===== src/rtl/cla_pkg.sv =====
package cla_pkg;
  parameter int unsigned CLA_SLICE_BITS = 4;
endpackage


===== src/rtl/cla_lookahead.sv =====
// Flattened lookahead: every carry is a sum of products of g, p and c0.
module cla_lookahead #(
  parameter int unsigned N = 4
) (
  input  logic [N-1:0] g,
  input  logic [N-1:0] p,
  input  logic         c0,
  output logic [N:0]   c
);
  always_comb begin
    c[0] = c0;
    for (int k = 0; k < N; k++) begin
      logic acc;
      logic chain;
      acc   = g[k];
      chain = p[k];
      for (int j = k - 1; j >= 0; j--) begin
        acc   = acc | (chain & g[j]);
        chain = chain & p[j];
      end
      c[k+1] = acc | (chain & c0);
    end
  end
endmodule


===== src/rtl/cla_slice.sv =====
// One slice: local lookahead plus a slice-wide generate/propagate pair.
module cla_slice #(
  parameter int unsigned BITS = cla_pkg::CLA_SLICE_BITS
) (
  input  logic [BITS-1:0] a,
  input  logic [BITS-1:0] b,
  input  logic            cin,
  output logic [BITS-1:0] s,
  output logic            grp_g,
  output logic            grp_p
);
  logic [BITS-1:0] g_bit;
  logic [BITS-1:0] p_bit;
  logic [BITS:0]   c_loc;

  assign g_bit = a & b;
  assign p_bit = a ^ b;

  cla_lookahead #(.N(BITS)) u_la (
    .g  (g_bit),
    .p  (p_bit),
    .c0 (cin),
    .c  (c_loc)
  );

  assign s = p_bit ^ c_loc[BITS-1:0];

  always_comb begin
    logic chain;
    grp_g = g_bit[BITS-1];
    chain = p_bit[BITS-1];
    for (int j = BITS - 2; j >= 0; j--) begin
      grp_g = grp_g | (chain & g_bit[j]);
      chain = chain & p_bit[j];
    end
    grp_p = &p_bit;
  end
endmodule


===== src/rtl/cla_adder16.sv =====
module cla_adder16
  import cla_pkg::*;
#(
  parameter int unsigned WIDTH = 16
) (
  input  logic [WIDTH-1:0] op_a,
  input  logic [WIDTH-1:0] op_b,
  input  logic             carry_in,
  output logic [WIDTH-1:0] sum,
  output logic             carry_out,
  output logic             ovf
);
  localparam int unsigned SB = CLA_SLICE_BITS;
  localparam int unsigned NS = WIDTH / SB;

  logic [NS-1:0] sl_g;
  logic [NS-1:0] sl_p;
  logic [NS:0]   sl_c;

  for (genvar i = 0; i < NS; i++) begin : g_slice
    cla_slice #(.BITS(SB)) u_slice (
      .a     (op_a[i*SB +: SB]),
      .b     (op_b[i*SB +: SB]),
      .cin   (sl_c[i]),
      .s     (sum[i*SB +: SB]),
      .grp_g (sl_g[i]),
      .grp_p (sl_p[i])
    );
  end

  cla_lookahead #(.N(NS)) u_top_la (
    .g  (sl_g),
    .p  (sl_p),
    .c0 (carry_in),
    .c  (sl_c)
  );

  logic c_into_msb;
  assign carry_out  = sl_c[NS];
  assign c_into_msb = sum[WIDTH-1] ^ op_a[WIDTH-1] ^ op_b[WIDTH-1];
  assign ovf        = c_into_msb ^ carry_out;
endmodule


===== config.mk =====
export PLATFORM = sky130hd
export DESIGN_NAME = cla_adder16
export DESIGN_NICKNAME = d
export VERILOG_FILES = /design/src/rtl/cla_pkg.sv /design/src/rtl/cla_lookahead.sv /design/src/rtl/cla_slice.sv /design/src/rtl/cla_adder16.sv
export SDC_FILE = /design/constraint.sdc
export NUM_CORES = 1
export LEC_CHECK = 0
export ABC_AREA = 1
export ABC_CLOCK_PERIOD_IN_PS = 1500
export BUFFER_PORTS_ARGS = -buffer_cell sky130_fd_sc_hd__buf_4
export CORE_ASPECT_RATIO = 0.6
export CORE_MARGIN = 4
export CORE_UTILIZATION = 44
export DETAILED_ROUTE_END_ITERATION = 6
export GPL_TIMING_DRIVEN = 0
export MAX_ROUTING_LAYER = met4
export PLACE_DENSITY_LB_ADDON = 0.3
export SLEW_MARGIN = 20
export SYNTH_ARGS = -nofsm -noshare
export SYNTH_HDL_FRONTEND = slang
export SYNTH_HIERARCHICAL = 1
export SYNTH_SLANG_ARGS = --single-unit
export TNS_END_PERCENT = 1

===== constraint.sdc =====
create_clock -name vclk -period 1.5
set_clock_uncertainty 0.1 [all_clocks]
set_input_delay 0 -clock vclk [all_inputs]
set_output_delay 0 -clock vclk [all_outputs]
set_load 0.01 [all_outputs]

Yosys cells after proc, flatten, opt, wreduce, memory -nomap -nowiden
Index checks and enable logic that the tools add are counted.
Widths: inputs -> output; s select.
Storage, ports and cells
  flip-flop bits (word level): 0
  latch bits: 0
  bits in writable memories: 0
  ROM bits: 0
  bits of input ports: 33
  output and inout bits: 18
  word-level logic and storage cells: 137
  memories: 0
Cells by class
  add/subtract/negate cells: 0
  multiply operators: 0
  div/mod/pow operators: 0
  $lt $le $gt $ge: 0
  equality and inequality tests: 0
  shift-type cells: 0
  muxes and demuxes: 0
  bitwise operators: 133
  reductions and logical operators: 4
Operators with widths (number)
  $and 1x1->1: 72
  $or 1x1->1: 46
  $xor 4x4->4: 8
  $and 4x4->4: 4
  $reduce_and 4->1: 4
  $xor 1x1->1: 3

Logic depth before layout (Yosys ltp)
Gate-level depths: netlist (run 1).
  word-level depth: 15
  depth in mapped cells: 19

By module
Netlist (run 1), hierarchy kept.
Modules (own cells, without submodules)
  cla_lookahead: times used 5, cells each 21, area each 86.3 um^2, seq. area each 0.0 um^2
  cla_slice (g_slice[0].u_slice ...): times used 3, cells each 19, area each 128.9 um^2, seq. area each 0.0 um^2
  cla_slice (g_slice[3].u_slice): times used 1, cells each 19, area each 133.9 um^2, seq. area each 0.0 um^2
  cla_adder16: times used 1, cells each 15, area each 63.8 um^2, seq. area each 0.0 um^2

Least setup slack after synthesis (run 1)
Ideal clock, no wire load.
  kind: input to output
  start point: in op_a[2]
  end point: out ovf
  arrival time: 1.803 ns
  required time: 1.400 ns
  slack: -0.403 ns
  cell stages on the path: 19
  buffers on the path: 0
  path through: ha_1 > nand2_1 > nor2_1 > nor2_1 > nand2_1 > inv_1 > nand2_1 > nand2_1 > nand2_1 > nand2_1 > nand2_1 > nand2_1 > nand2_1 > xor2_1 > nand2_1 > inv_1 > nor2_1 > nand2_1 > nand2_1
On the way
  longest elaborated chain between the ends: 14
Ends and longest elaborated chain
  from (decl): line cla_adder16.sv:6  | input logic [WIDTH-1:0] op_a,
  $and 4x4->4 or $xor 4x4->4 (tied branches): line cla_slice.sv:16, cla_slice.sv:17
  $and 1x1->1 (on tied branches): line cla_slice.sv:33, cla_slice.sv:34
  $or 1x1->1, or another cell as far along: line cla_slice.sv:33  | grp_g = grp_g | (chain & g_bit[j]);
  $or 1x1->1 or $and 1x1->1 (tied branches): line cla_slice.sv:33
  $or 1x1->1 (*): line cla_slice.sv:33
  net sl_g[0]: line cla_adder16.sv:16  | logic [NS-1:0] sl_g;
  $and 1x1->1 (*): line cla_lookahead.sv:18  | acc = acc | (chain & g[j]);
  $or 1x1->1 (*): line cla_lookahead.sv:18
  $or 1x1->1 (*): line cla_lookahead.sv:21  | c[k+1] = acc | (chain & c0);
  net sl_c[3]: line cla_adder16.sv:18  | logic [NS:0] sl_c;
  $and 1x1->1 (*): line cla_lookahead.sv:21
  $or 1x1->1 (*): line cla_lookahead.sv:21
  net g_slice[3].u_slice.c_loc[3]: line cla_slice.sv:14  | logic [BITS:0] c_loc;
  $xor 4x4->4 (*): line cla_slice.sv:26  | assign s = p_bit ^ c_loc[BITS-1:0];
  net sum[15]: line cla_adder16.sv:9  | output logic [WIDTH-1:0] sum,
  $xor 1x1->1 (*) (2 in series): line cla_adder16.sv:40  | assign c_into_msb = sum[WIDTH-1] ^ op_a[WIDTH-1] ^ op_b[WIDTH-1];
  $xor 1x1->1 (*): line cla_adder16.sv:41  | assign ovf = c_into_msb ^ carry_out;
  to (decl): line cla_adder16.sv:11  | output logic ovf
Mark *: on every way through the listed nets, which the timed path passes. The rest lies on a longest branch.

Worst setup path after layout (run 1)
  start point: in op_a[9]
  end point: out ovf
RTL lines
  $xor 4x4->4 (*): line cla_slice.sv:17  | assign p_bit = a ^ b;
  net g_slice[2].u_slice.p_bit[1]: line cla_slice.sv:13  | logic [BITS-1:0] p_bit;
  $reduce_and 4->1 (*): line cla_slice.sv:36  | grp_p = &p_bit;
  net sl_p[2]: line cla_adder16.sv:17  | logic [NS-1:0] sl_p;
  $and 1x1->1 (on tied branches): line cla_lookahead.sv:18, cla_lookahead.sv:19
  $or 1x1->1, or another cell as far along: line cla_lookahead.sv:18
  $or 1x1->1 or $and 1x1->1 (tied branches): line cla_lookahead.sv:18, cla_lookahead.sv:21
  $or 1x1->1 (*): line cla_lookahead.sv:21
  net sl_c[3]: line cla_adder16.sv:18
  $and 1x1->1 (*): line cla_lookahead.sv:21
  $or 1x1->1 (*): line cla_lookahead.sv:21
  net g_slice[3].u_slice.c_loc[3]: line cla_slice.sv:14
  $xor 4x4->4 (*): line cla_slice.sv:26
  $xor 1x1->1 (*) (2 in series): line cla_adder16.sv:40
  $xor 1x1->1 (*): line cla_adder16.sv:41
Marks and branches as above.

==> run metrics, run 1 <==
outcome complete, but fails checks; failing checks negative setup slack; Nets 278; largest net degree at the start of global routing 6; Max IR drop VDD 0.381 mV; DR iter-0 viols 141; highest-count cells in the layout ignoring fill and taps 65 x buf_4, 45 x nand2_1, 27 x inv_1; Slew @ Worst Pin 238 ps; GR Util All Layers 25.3%; Gate Count Post-Synth 160; hold buffer count at cts 0; depth of the worst hold-timing path 5; Placed Instances 239; Die Ht 42.5 um; mean post-synth cell area 5.44 um^2; non-filler instance count after layout 255; Final setup viols 14; Ant. Diodes 0; FMAX 476 MHz; total wire length 4660 um; # clk buffers 0; Filler cells 73; num sequential 0; first-pass GRT wire length 5520 um; slack of the critical path -601 ps; Slew Limit Fails 0; drt pass-1 iters 5; FF+latch area 0 um^2; max cap viols 0; die width 65.4 um; Rel. slew slack 84.1%; total global routing overflow 0; number of routed nets with antenna violations 0; setup TNS -3300 ps; IO Pins 51; routability cong. 0.775; post-layout min period 2100 ps; vias 1484; Vias per Instance 5.82; Cell Area, Placed 1430 um^2; initial core utilization 46.8%; DRC Markers 0; type of origin of the critical path input port; die area 2780 um^2; port bufs 51; worst setup path endpoint ovf; post-layout instance area 1730 um^2; Hold/Removal Path Class input port to output port; dpl hpwl 2410 um; Worst Path Arrival 2000 ps; most common cell after layout, fill and taps aside buf_4; core area 1860 um^2; Critical Path Fanout Max 5; Ys Warns 6; FP Rows 12; Area growth syn-to-layout 98.7%; worst hold slack 346 ps; static leakage 0.930 nW; RSZ-0062 raised after global routing true; mapped cell area 871 um^2; number of global-route vias before repair 1223; kind of critical path input port to output port; antenna violations before repair 0; Final Hold Viols 0; Placement Setup Slack -581 ps; Wirelength per Cell 18.3 um; Critical Path RT 1400 ps; syn nets 209; cell area power density 568 nW/um^2; CP Capture Type output port; fin crit share 140%; CP Launch Point op_a[9]; layout cells sized above 1 53.3%
==> report_power, final <==
group	leakage [nW]	internal (mW)	switching, mW	total [mW]
Sequential	0	0	0	0
Clock	0	0	0	0
Combinational	0.930	0.485	0.497	0.982
==> worst min-delay path by stage <==
stage	start	endpoint	slack, ps
final	op_b[15]	ovf	350
after global routing	op_b[15]	ovf	350
after CTS	op_b[15]	ovf	310
after detailed placement	op_b[15]	ovf	320
after global placement	op_b[15]	ovf	290
after floorplan	op_b[15]	ovf	50
==> repair_timing <==
| action | 4_1_cts | 5_1_grt |
|---|---|---|
| endpoints found under the setup margin | 10 | 13 |
| setup buffers | 8 | 8 |
| pin swaps | 14 | 23 |
| resized for setup | 20 | 26 |
==> stage by stage <==
step	util [%]	total power [mW]
floorplan	-	0.417
global placement	76.9	0.702
detailed placement	76.9	0.734
finish	92.9	0.982
global route	92.9	1.04
CTS	85.0	0.822
==> critical path: stages <==
cell     delay (ps)
buf_4           120
ha_4            290
nand2_1          90
nor2_4          140
nand2_2          90
inv_1           110
nand2_2          70
nand2_2         100
nand2_2          80
nand2_4          80
nand2_4          60
nand2_4          80
xor2_4          210
nand2_2         100
inv_2            70
nor2_2           40
nand2_2          80
nand2_2          70
buf_6           120
==> area by class of cell <==
class,count,area (um^2),share of cell area [%]
inverters,28,105,6.07
well taps,28,35.0,2.02
plain buffers,5,37.5,2.17
multi-input cells,127,1020,59.1
repair buffers,67,529,30.6
==> routing by layer <==
layer | vias to the layer above | GRT usage (%) | routed length, um
met1 | 655 | 27.0 | 1600
met2 | 157 | 49.9 | 2150
met4 | 0 | 6.61 | 414
met3 | 57 | 1.88 | 495
li1 | 615 | - | -
met5 | - | - | 0
Note: power is estimated with default switching activity, not from simulation.
==> run 2: changes to the inputs <==
Settings changed: ABC_AREA 1 to unset, ABC_CLOCK_PERIOD_IN_PS 1500 to 2650, CELL_PAD_IN_SITES_DETAIL_PLACEMENT set to 1, CELL_PAD_IN_SITES_GLOBAL_PLACEMENT set to 1, CORE_UTILIZATION 44 to 31.
Clock period 1.5 ns to 2.65 ns, I/O delays scaled along.
==> run metrics, run 2 <==
die area 2870 um^2 (+3.4%); type of origin of the critical path input port; static leakage 0.653 nW (-30%); CP max-delay cell ha_1; Placement Setup Slack -34.7 ps (+546 ps); FP Rows 12 (unchanged); most common cell after layout, fill and taps aside buf_4; Ys Warns 6 (unchanged); vias 777 (-48%); num sequential 0 (unchanged); highest-count cells in the layout ignoring fill and taps 58 x buf_4, 16 x xor2_1, 16 x a21o_1; port bufs 51 (unchanged); grt met3 use 1.59% (-0.29 points); layout cells sized above 1 47.8% (-5.5 points); Gate Count Post-Synth 81 (-49%); met2 Use GR 32.3% (-18 points); number of routed nets with antenna violations 0 (unchanged); Ant. Diodes 0 (unchanged); syn nets 130 (-38%); CP Capture Type output port; Rel. slew slack 85.9% (+1.8 points); max cap viols 0 (unchanged); routability cong. 0.714 (-7.9%); Final Hold Viols 0 (unchanged); crit-path cells buf_4 -> ha_1 -> nand2_1 -> nor2_1 -> a21o_1 -> a21o_1 -> a21o_1 -> a21o_1 -> a21o_1 -> a21o_1 -> xor2_2 -> xnor2_1 -> xnor2_1 -> buf_4; drt pass-1 iters 4 (-1); GR Util All Layers 15.7% (-9.6 points); post-layout min period 2570 ps; critical path buffer and inverter count 2 (-2); Final Power 0.369 mW (-62%); post-layout instance area 1120 um^2 (-35%); mean post-synth cell area 7.88 um^2 (+45%); number of global-route vias before repair 883 (-28%); slack of the critical path 76.7 ps (+677 ps); non-filler instance count after layout 162 (-36%); core area 1910 um^2 (+2.4%); dpl hpwl 1930 um (-20%); CP delay by family, top compound AO/OA/AOI/OAI gates; Nets 185 (-33%); DRC Markers 0 (unchanged); Area growth syn-to-layout 76.1%; DR iter-0 viols 14 (-90%); Critical Path Fanout Max 3 (-2); GR met1 Demand/Resource 16.7% (-10 points); antenna violations before repair 0 (unchanged); Die Ht 43.1 um (+1.6%); Final setup viols 0 (-14); Hold/Removal Path Class input port to output port; CP max stage delay 340 ps (+50 ps); total global routing overflow 0 (unchanged); IO Pins 51 (unchanged); FMAX 389 MHz; outcome complete, no violations; initial core utilization 33.5% (-13 points); first-pass GRT wire length 3590 um (-35%); setup TNS 0 ps (+3300 ps); Worst Path Arrival 2470 ps (+470 ps); Placed Instances 160 (-33%); Vias per Instance 4.80 (-18%); Critical Path RT 2550 ps (+1150 ps); die width 66.6 um (+1.7%); # clk buffers 0 (unchanged); FF+latch area 0 um^2 (unchanged); largest net degree at the start of global routing 5 (-1); total wire length 2450 um (-48%); Slew @ Worst Pin 212 ps (-26.3 ps); most used routing layer met2; Wirelength per Cell 15.1 um (-17%); CP most frequent cell a21o_1; Slew Limit Fails 0 (unchanged); Max IR drop VDD 0.134 mV (-65%); mapped cell area 638 um^2 (-27%); Cell Area, Placed 1060 um^2 (-26%); fin crit share 97.1%; cell area power density 328 nW/um^2 (-42%); kind of critical path input port to output port
run 2: worst paths after layout:
kind	slack, ps	end	depth (start not counted)	start
worst max-delay path	80	ovf	14	op_a[0]
worst min-delay path	320	sum[2]	4	op_b[2]
run 2: where the power goes:
| group | internal [mW] | switching, mW |
|---|---|---|
| Clock | 0 | 0 |
| Combinational | 0.199 | 0.169 |
| Sequential | 0 | 0 |
| Total | 0.199 | 0.169 |
run 2: what timing repair did:
| item | CTS | global route |
|---|---|---|
| setup endpoints to repair | 1 | 1 |
| gates cloned | 0 | 0 |
| gates resized for setup | 2 | 4 |
| pin swaps | 2 | 3 |
| hold buffers | 0 | 0 |
| setup buffers | 0 | 2 |
run 2: per-layer routing:
metal  routed length [um]  share of wire, %
met5                    0                 0
met4                    0                 0
met3                  157               6.4
met2                 1250                51
met1                 1040                42
run 2: tightest hold or removal path: stages:
cell	delay, ps
buf_4	90
ha_4	130
xor2_1	60
buf_4	140
run 2: through the flow:
| stage | util (%) | hold WS (ps) |
|---|---|---|
| 3_5_place_dp | 55.4 | 330 |
| 3_3_place_gp | 55.4 | 299 |
| 6_report | 58.9 | 324 |
| 2_1_floorplan | - | 107 |
| 4_1_cts | 56.4 | 330 |
| 5_1_grt | 58.9 | 343 |
run 2: area by class of cell:
type               count  area [um^2]
fillers              239          783
repair buffers        53          398
plain buffers          5         37.5
multi-input cells     76          653
well taps             28         35.0
==> run 3: changes to the inputs <==
Settings changed: ABC_CLOCK_PERIOD_IN_PS 2650 to 2800, CORE_UTILIZATION 31 to 29.
Clock period 2.65 ns to 2.8 ns, I/O delays scaled along.
==> run metrics, run 3 (same netlist as run 2, synthesis figures left out) <==
layout cells sized above 1 45.5% (-2.3 points); die area 3040 um^2 (+5.8%); routability cong. 0.748 (+4.8%); IO Pins 51 (unchanged); core area 1970 um^2 (+3.1%); DRC Markers 0 (unchanged); post-layout min period 2650 ps; die width 68.6 um (+3.0%); Reg power frac 0% (unchanged); highest-count cells in the layout ignoring fill and taps 56 x buf_4, 16 x xor2_1, 16 x a21o_1; CP max stage delay 310 ps (-30 ps); hold buffer count at cts 0 (unchanged); num sequential 0 (unchanged); Wirelength per Cell 15.1 um (-0.20%); CP max-delay cell ha_2; antenna violations before repair 0 (unchanged); port bufs 51 (unchanged); Resize count post-CTS 0 (-2); Die Ht 44.3 um (+2.8%); number of routed nets with antenna violations 0 (unchanged); Switch Pwr 0.154 mW (-9.1%); Final Hold Viols 0 (unchanged); max cap viols 0 (unchanged); post-layout instance area 1080 um^2 (-3.7%); most common cell after layout, fill and taps aside buf_4; Filler cells 255 (+6.7%); CP Capture Type output port; Slew Limit Fails 0 (unchanged); part of the total power dissipated in the clock network 0% (unchanged); Rel. slew slack 86.9% (+1.1 points); total wire length 2410 um (-1.4%); largest net degree at the start of global routing 5 (unchanged); # clk buffers 0 (unchanged); Setup Buffers After CTS 0 (unchanged); total global routing overflow 0 (unchanged); initial core utilization 32.4% (-1.0 points); Nets 183 (-1.1%); setup TNS 0 ps (unchanged); crit-path cells buf_4 -> ha_2 -> a21oi_1 -> o21ai_1 -> a21o_1 -> a21o_1 -> a21o_1 -> a21o_1 -> a21o_1 -> a21o_1 -> xor2_2 -> xnor2_1 -> xnor2_1 -> buf_4; RSZ-0062 raised after global routing false; dpl hpwl 2280 um (+18%); FP Rows 12 (unchanged); DR iter-0 viols 6 (-8); switching portion of total power 46.0% (+0.13 points); Placed Instances 160 (unchanged); FF+latch area 0 um^2 (unchanged); Slew @ Worst Pin 194 ps (-17.5 ps); number of global-route vias before repair 811 (-8.2%); CP most frequent cell a21o_1; outcome complete, no violations; Critical Path Fanout Max 4 (+1); WP depth 14 (unchanged); Final setup viols 0 (unchanged); non-filler instance count after layout 160 (-1.2%); vias 762 (-1.9%); Int Power 0.180 mW (-9.6%); Hold/Removal Path Class input port to output port; GR Util All Layers 16.3% (+0.53 points); kind of critical path input port to output port; critical path buffer and inverter count 2 (unchanged); Logic pwr share 100.0% (about the same); FMAX 377 MHz; first-pass GRT wire length 3720 um (+3.5%); Vias per Instance 4.76 (-0.70%); type of origin of the critical path input port; Final Power 0.334 mW (-9.4%); static leakage 0.641 nW (-1.8%); fin crit share 94.8%; Area growth syn-to-layout 69.6%; Max IR drop VDD 0.146 mV (+9.0%); Critical Path RT 2700 ps (+150 ps); drt pass-1 iters 4 (unchanged); cell area power density 309 nW/um^2 (-5.9%); Worst Path Arrival 2550 ps (+80 ps); Cell Area, Placed 1060 um^2 (unchanged); Ant. Diodes 0 (unchanged); CP delay by family, top compound AO/OA/AOI/OAI gates; depth of the worst hold-timing path 4 (unchanged)
[run 3: per-layer routing]
| metal | up-vias | routed length [um] | global-route usage, % |
|---|---|---|---|
| li1 | 389 | - | - |
| met2 | 22 | 1370 | 33.8 |
| met3 | 0 | 120 | 0 |
| met5 | - | 0 | - |
| met1 | 351 | 925 | 18.2 |
| met4 | 0 | 0 | 0 |
[run 3: tightest hold or removal path: stages]
cell	delay [ps]
buf_4	90
xor2_1	70
xnor2_1	130
buf_4	140
[run 3: path summary, 6_finish.rpt]
| path | startpoint | end | slack [ps] |
|---|---|---|---|
| max | op_a[1] | ovf | 150 |
| min | op_b[15] | ovf | 330 |
[run 3: layout make-up]
cell class         count  area, um^2  share of cell area, %
multi-input cells     76         627                   57.9
repair buffers        51         383                   35.4
plain buffers          5        37.5                   3.47
well taps             28        35.0                   3.24
[run 3: per-stage QoR]
step                      utilization, %  hold slack (ps)  setup WS [ps]
after global routing                55.0              340           8.29
after CTS                           53.7              338           29.0
final                               55.0              329            146
after global placement              53.7              313            122
after detailed placement            53.7              338           47.1
after floorplan                        -              107            412
[run 3: power by group through the flow]
stage	sequential, mW	clock, mW	combinational (mW)
2_1_floorplan	0	0	0.172
3_3_place_gp	0	0	0.315
3_5_place_dp	0	0	0.332
4_1_cts	0	0	0.333
5_1_grt	0	0	0.365
6_report	0	0	0.334
